===== src/rtl/spi_poll_pkg.sv =====
package spi_poll_pkg;

  typedef enum logic [2:0] {
    ST_IDLE,
    ST_SETUP,
    ST_LOW,
    ST_HIGH,
    ST_DONE
  } ctlState_t;

  // strobes from the sequencer to the datapath
  typedef struct packed {
    logic startXfer;
    logic loadTimer;
    logic sample;
    logic nextBit;
    logic loadCmd;
    logic loadPoll;
    logic bumpPoll;
    logic finishOk;
    logic finishTimeout;
  } dpCtl_t;

endpackage


===== src/rtl/spi_poll_dp.sv =====
module spi_poll_dp
  import spi_poll_pkg::*;
#(
  parameter int CMD_BYTES = 4,
  parameter int DIV_W     = 16,
  parameter int LIMIT_W   = 8,
  localparam int IDX_W    = $clog2(CMD_BYTES + 1)
) (
  input  logic                   clk,
  input  logic                   rstN,
  input  dpCtl_t                 ctl,
  input  logic [IDX_W-1:0]       cmdLen,
  input  logic [8*CMD_BYTES-1:0] cmdData,
  input  logic [DIV_W-1:0]       halfDiv,
  input  logic [DIV_W-1:0]       csDelay,
  input  logic [LIMIT_W-1:0]     pollLimit,
  input  logic                   spiMiso,
  output logic                   timerZero,
  output logic                   lastBit,
  output logic                   cmdDone,
  output logic                   rxBusy,
  output logic                   pollLast,
  output logic                   limitZero,
  output logic                   txBit,
  output logic [7:0]             respByte,
  output logic                   timeoutFlag,
  output logic [LIMIT_W-1:0]     pollCount
);

  logic [DIV_W-1:0]   timer;
  logic [DIV_W-1:0]   halfEff;
  logic [DIV_W-1:0]   setupEff;
  logic [IDX_W-1:0]   effLen;
  logic [IDX_W-1:0]   byteIdx;
  logic [2:0]         bitCnt;
  logic [7:0]         txShift;
  logic [7:0]         rxShift;
  logic [7:0]         nextCmdByte;
  logic [LIMIT_W-1:0] pollCnt;
  logic [LIMIT_W:0]   pollNext;

  assign halfEff  = (halfDiv == '0) ? DIV_W'(1) : halfDiv;
  assign setupEff = (csDelay == '0) ? DIV_W'(1) : csDelay;

  always_comb begin
    if (cmdLen == '0)                    effLen = IDX_W'(1);
    else if (cmdLen > IDX_W'(CMD_BYTES)) effLen = IDX_W'(CMD_BYTES);
    else                                 effLen = cmdLen;
  end

  always_comb begin
    nextCmdByte = 8'h00;
    for (int i = 0; i < CMD_BYTES; i++)
      if (byteIdx == IDX_W'(i)) nextCmdByte = cmdData[8*i +: 8];
  end

  assign pollNext  = {1'b0, pollCnt} + (LIMIT_W+1)'(1);
  assign timerZero = (timer == '0);
  assign lastBit   = (bitCnt == 3'd7);
  assign cmdDone   = (byteIdx >= effLen);
  assign rxBusy    = (rxShift == 8'hFF);
  assign pollLast  = (pollNext >= {1'b0, pollLimit});
  assign limitZero = (pollLimit == '0);
  assign txBit     = txShift[7];
  assign pollCount = pollCnt;

  // one shared down-counter paces both the select setup and every clock phase
  always_ff @(posedge clk or negedge rstN) begin
    if (!rstN)              timer <= '0;
    else if (ctl.startXfer) timer <= setupEff - DIV_W'(1);
    else if (ctl.loadTimer) timer <= halfEff - DIV_W'(1);
    else if (!timerZero)    timer <= timer - DIV_W'(1);
  end

  always_ff @(posedge clk or negedge rstN) begin
    if (!rstN) begin
      txShift <= 8'hFF;
      bitCnt  <= '0;
      byteIdx <= '0;
    end else if (ctl.startXfer) begin
      txShift <= cmdData[7:0];
      bitCnt  <= '0;
      byteIdx <= IDX_W'(1);
    end else if (ctl.loadCmd) begin
      txShift <= nextCmdByte;
      bitCnt  <= '0;
      byteIdx <= byteIdx + IDX_W'(1);
    end else if (ctl.loadPoll) begin
      txShift <= 8'hFF;
      bitCnt  <= '0;
    end else if (ctl.nextBit) begin
      txShift <= {txShift[6:0], 1'b1};
      bitCnt  <= bitCnt + 3'd1;
    end
  end

  always_ff @(posedge clk or negedge rstN) begin
    if (!rstN)           rxShift <= '0;
    else if (ctl.sample) rxShift <= {rxShift[6:0], spiMiso};
  end

  always_ff @(posedge clk or negedge rstN) begin
    if (!rstN)              pollCnt <= '0;
    else if (ctl.startXfer) pollCnt <= '0;
    else if (ctl.bumpPoll)  pollCnt <= pollNext[LIMIT_W-1:0];
  end

  always_ff @(posedge clk or negedge rstN) begin
    if (!rstN) begin
      respByte    <= 8'hFF;
      timeoutFlag <= 1'b0;
    end else if (ctl.finishOk) begin
      respByte    <= rxShift;
      timeoutFlag <= 1'b0;
    end else if (ctl.finishTimeout) begin
      respByte    <= 8'hFF;
      timeoutFlag <= 1'b1;
    end
  end

endmodule


===== src/rtl/spi_poll_ctl.sv =====
module spi_poll_ctl
  import spi_poll_pkg::*;
(
  input  logic      clk,
  input  logic      rstN,
  input  logic      start,
  input  logic      timerZero,
  input  logic      lastBit,
  input  logic      cmdDone,
  input  logic      rxBusy,
  input  logic      pollLast,
  input  logic      limitZero,
  output dpCtl_t    ctl,
  output ctlState_t state
);

  ctlState_t nxt;
  logic      inCmd;

  always_comb begin
    ctl = '0;
    nxt = state;
    unique case (state)
      ST_IDLE: if (start) begin
        ctl.startXfer = 1'b1;
        nxt = ST_SETUP;
      end
      ST_SETUP: if (timerZero) begin
        ctl.loadTimer = 1'b1;
        nxt = ST_LOW;
      end
      ST_LOW: if (timerZero) begin
        ctl.sample    = 1'b1;
        ctl.loadTimer = 1'b1;
        nxt = ST_HIGH;
      end
      ST_HIGH: if (timerZero) begin
        if (!lastBit) begin
          ctl.nextBit   = 1'b1;
          ctl.loadTimer = 1'b1;
          nxt = ST_LOW;
        end else if (inCmd) begin
          if (!cmdDone) begin
            ctl.loadCmd   = 1'b1;
            ctl.loadTimer = 1'b1;
            nxt = ST_LOW;
          end else if (limitZero) begin
            ctl.finishTimeout = 1'b1;
            nxt = ST_DONE;
          end else begin
            ctl.loadPoll  = 1'b1;
            ctl.loadTimer = 1'b1;
            nxt = ST_LOW;
          end
        end else begin
          ctl.bumpPoll = 1'b1;
          if (!rxBusy) begin
            ctl.finishOk = 1'b1;
            nxt = ST_DONE;
          end else if (pollLast) begin
            ctl.finishTimeout = 1'b1;
            nxt = ST_DONE;
          end else begin
            ctl.loadPoll  = 1'b1;
            ctl.loadTimer = 1'b1;
            nxt = ST_LOW;
          end
        end
      end
      ST_DONE: nxt = ST_IDLE;
      default: nxt = ST_IDLE;
    endcase
  end

  always_ff @(posedge clk or negedge rstN) begin
    if (!rstN) begin
      state <= ST_IDLE;
      inCmd <= 1'b0;
    end else begin
      state <= nxt;
      if (ctl.startXfer)     inCmd <= 1'b1;
      else if (ctl.loadPoll) inCmd <= 1'b0;
    end
  end

endmodule


===== src/rtl/spi_poll_master.sv =====
module spi_poll_master
  import spi_poll_pkg::*;
#(
  parameter int CMD_BYTES = 4,
  parameter int DIV_W     = 16,
  parameter int LIMIT_W   = 8,
  localparam int IDX_W    = $clog2(CMD_BYTES + 1)
) (
  input  logic                   clk,
  input  logic                   rstN,
  input  logic                   start,
  input  logic [IDX_W-1:0]       cmdLen,
  input  logic [8*CMD_BYTES-1:0] cmdData,
  input  logic [DIV_W-1:0]       halfDiv,
  input  logic [DIV_W-1:0]       csDelay,
  input  logic [LIMIT_W-1:0]     pollLimit,
  output logic                   busy,
  output logic                   done,
  output logic [7:0]             respByte,
  output logic                   timeout,
  output logic [LIMIT_W-1:0]     pollCount,
  output logic                   spiCsN,
  output logic                   spiSck,
  output logic                   spiMosi,
  input  logic                   spiMiso
);

  dpCtl_t    ctl;
  ctlState_t state;
  logic      timerZero, lastBit, cmdDone, rxBusy, pollLast, limitZero, txBit;

  spi_poll_ctl u_ctl (
    .clk       (clk),
    .rstN      (rstN),
    .start     (start),
    .timerZero (timerZero),
    .lastBit   (lastBit),
    .cmdDone   (cmdDone),
    .rxBusy    (rxBusy),
    .pollLast  (pollLast),
    .limitZero (limitZero),
    .ctl       (ctl),
    .state     (state)
  );

  spi_poll_dp #(
    .CMD_BYTES (CMD_BYTES),
    .DIV_W     (DIV_W),
    .LIMIT_W   (LIMIT_W)
  ) u_dp (
    .clk         (clk),
    .rstN        (rstN),
    .ctl         (ctl),
    .cmdLen      (cmdLen),
    .cmdData     (cmdData),
    .halfDiv     (halfDiv),
    .csDelay     (csDelay),
    .pollLimit   (pollLimit),
    .spiMiso     (spiMiso),
    .timerZero   (timerZero),
    .lastBit     (lastBit),
    .cmdDone     (cmdDone),
    .rxBusy      (rxBusy),
    .pollLast    (pollLast),
    .limitZero   (limitZero),
    .txBit       (txBit),
    .respByte    (respByte),
    .timeoutFlag (timeout),
    .pollCount   (pollCount)
  );

  assign busy    = (state != ST_IDLE);
  assign done    = (state == ST_DONE);
  assign spiCsN  = (state == ST_IDLE) || (state == ST_DONE);
  assign spiSck  = (state != ST_LOW);
  assign spiMosi = txBit;

endmodule


===== config.mk =====
export PLATFORM = sky130hd
export DESIGN_NAME = spi_poll_master
export DESIGN_NICKNAME = d
export VERILOG_FILES = /design/src/rtl/spi_poll_pkg.sv /design/src/rtl/spi_poll_dp.sv /design/src/rtl/spi_poll_ctl.sv /design/src/rtl/spi_poll_master.sv
export SDC_FILE = /design/constraint.sdc
export NUM_CORES = 1
export LEC_CHECK = 0
export BUFFER_PORTS_ARGS = -buffer_cell sky130_fd_sc_hd__buf_2
export CAP_MARGIN = 20
export CORE_MARGIN = 4
export CORE_UTILIZATION = 40
export CTS_BUF_LIST = sky130_fd_sc_hd__clkbuf_2
export CTS_CLUSTER_DIAMETER = 30
export DETAILED_ROUTE_END_ITERATION = 6
export PLACE_DENSITY = 0.65
export SLEW_MARGIN = 15
export SYNTH_ARGS = -nofsm -noshare
export SYNTH_HDL_FRONTEND = slang
export SYNTH_SLANG_ARGS = --single-unit

===== constraint.sdc =====
create_clock -name clk -period 3.4 [get_ports clk]
set_clock_uncertainty 0.05 [all_clocks]
set_input_delay 1.02 -clock clk [delete_from_list [all_inputs] [get_ports clk]]
set_output_delay 1.02 -clock clk [all_outputs]
set_load 0.02 [all_outputs]

==> results of run 1 <==
-- cell type report --
type,instances,area [sq um],area share [%]
clock buffer,9,45.0,0.815
clock inverter,7,76.3,1.38
inverter,15,56.3,1.02
multi-input combinational,406,2670,48.4
sequential,59,1500,27.2
tap,133,166,3.01
timing repair buffer,164,1010,18.2
-- kinds of logic after synthesis --
logic type | share of synthesized area (%)
DFF | 36.0
and+or+nand+nor | 27.0
buffers and inverters | 3.79
muxes | 6.47
xor gates and xnor gates | 2.32
adders and majority gates | 6.02
AOI/OAI and AO/OA | 18.4
-- per-stage QoR --
step           cells  total power [mW]  utilization [%]  cell area [sq um]  hold WS [ps]
6_report         793              2.42             55.5               5530           252
5_1_grt          793              2.59             55.5               5530           213
4_1_cts          787              2.39             54.4               5410           208
3_5_place_dp     770              1.91             52.8               5260           424
3_3_place_gp     770              1.89             52.8               5260           419
2_1_floorplan    503              1.57                -               4280           412
-- flip-flops by register name (all words and copies together), names as in the netlist --
name and flops:
u_dp.timer 16, u_dp.byteIdx 3, u_dp.txShift 8, u_ctl.inCmd 1
u_dp.rxShift 8, u_dp.bitCnt 3, u_dp.respByte 8, u_ctl.state 3
u_dp.timeoutFlag 1, u_dp.pollCount 8
-- critical path: cells and delay by family (launching register included) --
family                     cells  cell delay (ps)
AOI/OAI and AO/OA              6              890
xor gates and xnor gates       1              150
adders and majority gates      2              500
DFF                            1              440
and+or+nand+nor                8             1540
-- routing by layer --
layer  track usage [%]  up-vias  wire length, microns
met1              25.5     2073                  5250
met2              36.3      110                  6180
met4              5.61        0                   182
li1                  -     2136                     -
met3              3.99       18                   643
met5                 0        -                     0
-- repair_timing --
item	in CTS	in global routing
setup endpoints to repair	5	19
resized for setup	6	15
gates cloned	0	0
pin swaps	2	10
hold buffers	0	0
buffers inserted	1	6
-- worst min-delay path by stage --
| stage | startpoint | to | slack (ps) | cells past startpoint |
|---|---|---|---|---|
| after floorplan | u_dp.txShift[1] | u_dp.txShift[1] | 410 | 1 |
| after global placement | u_dp.txShift[2] | u_dp.txShift[2] | 420 | 1 |
| after detailed placement | u_dp.txShift[6] | u_dp.txShift[6] | 420 | 1 |
| after CTS | rstN | u_dp.timer[3] | 210 | 1 |
| after global routing | rstN | u_dp.timer[3] | 210 | 1 |
| final | rstN | u_dp.timer[3] | 250 | 1 |
-- power groups by stage --
stage | Sequential (mW) | Combinational [mW] | Clock [mW]
4_1_cts | 1.03 | 0.877 | 0.483
3_5_place_dp | 1.04 | 0.863 | 0
6_report | 1.03 | 0.922 | 0.465
3_3_place_gp | 1.04 | 0.848 | 0
5_1_grt | 1.05 | 1.02 | 0.511
2_1_floorplan | 1.01 | 0.560 | 0
-- placed cells by master (no fill, tap or decap), types with 4 or more instances in the layout --
cell,netlist,layout
a21o_1,6,6
a21oi_1,30,30
a22oi_1,8,8
a31oi_1,6,5
and2_1,8,8
and3_1,9,5
and3_4,0,4
buf_2,0,100
buf_4,0,62
clkbuf_2,0,9
dfrtp_1,43,38
dfrtp_2,0,5
dfstp_2,16,16
ha_1,20,18
inv_1,15,14
mux2_2,15,15
mux2i_1,10,10
nand2_1,62,61
nand2b_1,5,5
nand3_1,6,6
nand4_1,5,5
nor2_1,67,65
nor2b_1,4,4
nor3_1,27,26
nor4_1,16,16
o21ai_0,30,25
o21ai_1,1,4
o2bb2ai_1,9,9
or3_1,6,6
==> out/metrics.csv, run 1 <==
metric,value,unit
Synth Register Bits,59,
Comb power frac,38.1,%
die area,12100,sq um
clk_lat worst skew,510,ps
initial drt markers,302,
RSZ-0062 raised after global routing,true,
Sw Share,36.8,%
Vias/cell,5.47,
Core Region,9950,sq um
top cell type's share of synthesized area,25.9,%
filler cell count,989,
Die W,110,microns
Setup WS post-layout,-204,ps
Yosys Warn Count,0,
Crit path required time,3780,ps
Post-synth ARST share,100,%
most common cell in the netlist,nor2_1,
Final Critical Period,3600,ps
Setup crit end,u_dp.timer[12],
Max Cap Violations,0,
reg2reg path depth,17,
worst min path class,in2async,
P_int,1.53,mW
CTS sink count,59,
post-synthesis cell count,503,
CP Launch Type,register,
final cycle utilization of the critical path,106,%
HPWL after DPL,9.63,mm
leakage power total,2.64,nW
clk slew on worst S/H paths,180,ps
routed wire length,12.3,mm
maximum vdd drop,0.185,mV
Area Growth Syn to Fin,33.0,%
Max-slew headroom,53.5,%
std cell rows,36,
Crit. Startpoint,u_dp.pollCount[3],
"Largest stage delay, worst path",440,ps
First-pass DRT Iterations,6,
antenna violations before repair,0,
Initial Util,41.8,%
R2R Path End,u_dp.timer[12],
Max Buffers Root-to-Sink,2,
first-pass GRT wire length,19.9,mm
GP Congestion,0.887,
Post-synth EDFFs,0,
crit end category,register,
nets,754,
clock network power share,19.2,%
Die Height,110,microns
failing checks,negative setup slack,
post-route DRC violation count,0,
GRT Util Overall,20.6,%
Final ANT Viol Nets,0,
number of global-route vias before repair,4240,
worst flop-to-flop path startpoint,u_dp.pollCount[3],
Unique masters post-synth,52,
"top cells by area, synth","dfrtp_1 26%, dfstp_2 10%, nor2_1 6.1%, ha_1 6.0%, nand2_1 5.6%",
endpoints failing setup,6,
NetSw,0.891,mW
Overflow after GRT,0,
WL per Instance,15.5,microns
Synth Cell Area,4160,sq um
crit-path cells,and3_4 -> and3_4 -> and3_4 -> xor2_2 -> ha_1 -> o21ai_1 -> nor2_1 -> and4_4 -> nor3_4 -> o21a_1 -> a221oi_2 -> ha_2 -> o21a_4 -> and3_4 -> o221ai_2 -> or3_1 -> a31oi_1,
part of the power in registers,42.7,%
"Max FO, Critical Path",3,
Commonest cells post-synth,"67 x nor2_1, 62 x nand2_1, 43 x dfrtp_1",
IO Pins,101,
Critical-path top delay cell,dfrtp_2,
Synth area leader,dfrtp_1,
Worst R2R Setup Slack,-200,ps
Post-synth top flop,dfrtp_1,
CTS tree,yes,
H-tree depth,3,
Final Hold Fails,0,
vias,4337,
pin count of the biggest net entering global routing,55,
CP Class,reg2reg,
CTS Root Cell,clkbuf_2,
PD cells,438,nW/um^2
post-synthesis net count,602,
setup TNS after final layout,-712,ps
Worst Tran Pin Value,697,ps
share of cells above drive strength 1,38.0,%
FMAX,0.278,GHz
Port Buffers,100,
register area share after synthesis,36.0,%
Slew Limit Fails,0,
status,"complete, but fails checks",
Mapped Avg Cell Area,8.26,sq um
CTS Buf Count,9,
setup slack at placement,-389,ps
Antenna Cells,0,
Crit path arrival time,3990,ps
CP most frequent cell,and3_4,
Note: power is estimated with default switching activity, not from simulation.
==> run 2, diff against run 1 <==
--- a/config.mk
+++ b/config.mk
@@ -8,11 +8,11 @@
 export BUFFER_PORTS_ARGS = -buffer_cell sky130_fd_sc_hd__buf_2
 export CAP_MARGIN = 20
 export CORE_MARGIN = 4
-export CORE_UTILIZATION = 40
+export CORE_UTILIZATION = 48
 export CTS_BUF_LIST = sky130_fd_sc_hd__clkbuf_2
 export CTS_CLUSTER_DIAMETER = 30
 export DETAILED_ROUTE_END_ITERATION = 6
-export PLACE_DENSITY = 0.65
+export PLACE_DENSITY = 0.76
 export SLEW_MARGIN = 15
 export SYNTH_ARGS = -nofsm -noshare
 export SYNTH_HDL_FRONTEND = slang
==> run 2 against run 1 <==
Compared with the run above: the run still ends with negative setup slack left; final cell count is 2.4% lower; cell area is 1.8% higher; first-iteration DRC count is 22% lower; sequential cell count stayed put; die area is 16% lower; setup slack worse by 65 ps; non-clock buffer count is 9 higher; sequential power hardly changed; hold slack better by 200 ps; via count is 4.9% higher; count of clock-buffer cells in the layout stayed put; fmax is 1.8% lower.
==> out/metrics.csv, run 2 (same netlist as run 1, synthesis figures left out) <==
metric,value,unit,change
"Max FO, Critical Path",3,,unchanged
final cycle utilization of the critical path,108,%,+1.9 points
final hold slack,447,ps,+196 ps
CTS tree,yes,,
H-tree depth,3,,unchanged
placed cell count,744,,-3.4%
Vias/cell,5.88,,+7.5%
failing checks,negative setup slack,,
Max-slew headroom,52.3,%,-1.2 points
initial drt markers,236,,-22%
"commonest non-fill, non-tap cell in the layout",buf_2,,
reg2reg path depth,17,,unchanged
Max Buffers Root-to-Sink,2,,unchanged
status,"complete, but fails checks",,
GP Congestion,0.926,,+4.5%
P_int,1.58,mW,+3.1%
post-route DRC violation count,0,,unchanged
Final Hold Fails,0,,unchanged
RSZ-0062 raised after global routing,true,,
clock network power share,18.5,%,-0.7 points
Initial Util,50.1,%,+8.3 points
R2R Path End,u_dp.timer[12],,
CP Class,reg2reg,,
Worst R2R Setup Slack,-270,ps,-70 ps
routed wire length,13.1,mm,+7.2%
Sw Share,37.6,%,+0.84 points
first-pass GRT wire length,20.1,mm,+1.3%
PD cells,450,nW/um^2,+2.6%
Comb power frac,40.9,%,+2.8 points
pin count of the biggest net entering global routing,31,,-44%
setup TNS after final layout,-1200,ps,-491 ps
Die W,101,microns,-8.1%
Worst Tran Pin Value,715,ps,+18.1 ps
HPWL after DPL,9.53,mm,-0.98%
Crit path required time,3790,ps,about the same
CP Launch Type,register,,
Port Buffers,100,,unchanged
Antenna Cells,0,,unchanged
worst flop-to-flop path startpoint,u_dp.pollCount[3],,
Final ANT Viol Nets,0,,unchanged
nets,763,,+1.2%
number of global-route vias before repair,4375,,+3.2%
GRT Util Overall,24.4,%,+3.8 points
endpoints failing setup,8,,+2
clk_lat worst skew,500,ps,about the same
WL per Instance,17.0,microns,+9.8%
CTS Root Cell,clkbuf_2,,
worst min path class,reg2reg,,
Largest register FFs,16,,unchanged
Overflow after GRT,0,,unchanged
post-route cell area,5630,sq um,+1.8%
CTS sink count,59,,unchanged
FMAX,0.273,GHz,-1.8%
part of the power in registers,40.6,%,-2.1 points
"Cell Count, Final, Fillers Out",774,,-2.4%
leakage power total,2.69,nW,+2.0%
vias,4549,,+4.9%
Die Height,101,microns,-8.1%
Hold Buf Count CTS,0,,unchanged
IO Pins,101,,unchanged
Slew Limit Fails,0,,unchanged
most frequent cells in the layout,"100 x buf_2, 71 x buf_4, 65 x nor2_1",,
Post-DP Area,5210,sq um,-0.86%
First-pass DRT Iterations,5,,-1
Core Region,8300,sq um,-17%
Hold Crit Start,u_dp.txShift[7],,
Max Cap Violations,0,,unchanged
Crit path arrival time,4060,ps,+70 ps
crit end category,register,,
share of cells above drive strength 1,41.1,%,+3.1 points
Area Growth Syn to Fin,35.4,%,
clk slew on worst S/H paths,190,ps,about the same
Setup WS post-layout,-269,ps,-65.4 ps
Biggest register,u_dp.timer,,
maximum vdd drop,0.249,mV,+34%
std cell rows,33,,-8.3%
Final Critical Period,3670,ps,+65.4 ps
die area,10200,sq um,-16%
Hold EP,u_dp.txShift[7],,
NetSw,0.952,mW,+6.8%
Worst Hold Depth,1,,
CTS Buf Count,9,,unchanged
antenna violations before repair,0,,unchanged
-- run 2: timing repair --
action | CTS | global route
cloned | 0 | 0
setup endpoints to repair | 7 | 22
resized for setup | 11 | 31
pin swaps | 10 | 19
setup buffers | 4 | 11
-- run 2: how the worst max path moves through the flow --
stage                 startpoint  slack [ps]        endpoint
2_1_floorplan              start        -280  u_dp.timer[12]
3_5_place_dp           cmdLen[0]        -400  u_dp.timer[12]
5_1_grt        u_dp.pollCount[3]        -410  u_dp.timer[12]
3_3_place_gp           cmdLen[0]        -300  u_dp.timer[12]
4_1_cts        u_dp.pollCount[3]        -270  u_dp.timer[14]
6_report       u_dp.pollCount[3]        -270  u_dp.timer[12]
-- run 2: final cells by class --
cell class	instances	area (sq um)
clock buffers	9	45.0
clock inverters	7	77.6
fillers	686	2670
inverters	15	56.3
multi-input cells	406	2760
flip-flops and latches	59	1500
well taps	105	131
repair buffers	173	1060
-- run 2: critical path, stage by stage, from the launching register on --
cell and delay, ps:
dfrtp_2 440, and3_4 170, and3_4 180, and3_4 180
xor2_2 150, ha_1 270, o21ai_1 60, nor2_1 150
a221o_1 280, nor3_4 60, o21a_1 230, a221oi_2 230
ha_2 220, o21a_1 180, and3_4 210, o221ai_2 110
or3_1 330, a31oi_1 130
-- run 2: power groups by stage --
stage / Combinational, mW / Clock (mW) / Sequential [mW]
after global placement: 0.854 / 0 / 1.03
after CTS: 0.910 / 0.483 / 1.02
after global routing: 1.13 / 0.515 / 1.04
after detailed placement: 0.883 / 0 / 1.03
final: 1.03 / 0.468 / 1.03
after floorplan: 0.560 / 0 / 1.01
-- run 2: metrics by stage --
step                util [%]  setup slack, ps  power, mW
finish                  67.8             -269       2.53
global route            67.8             -412       2.69
CTS                     65.2             -274       2.41
detailed placement      62.8             -405       1.91
global placement        62.8             -302       1.88
floorplan                  -             -284       1.57
-- run 2: routing by layer --
layer | vias up | global-route usage [%] | part of all wire (%)
met5 | - | 0 | 0
met1 | 2138 | 30.4 | 40
met4 | 0 | 7.06 | 2.5
met2 | 220 | 42.1 | 50
met3 | 40 | 5.67 | 7.9
li1 | 2151 | - | -
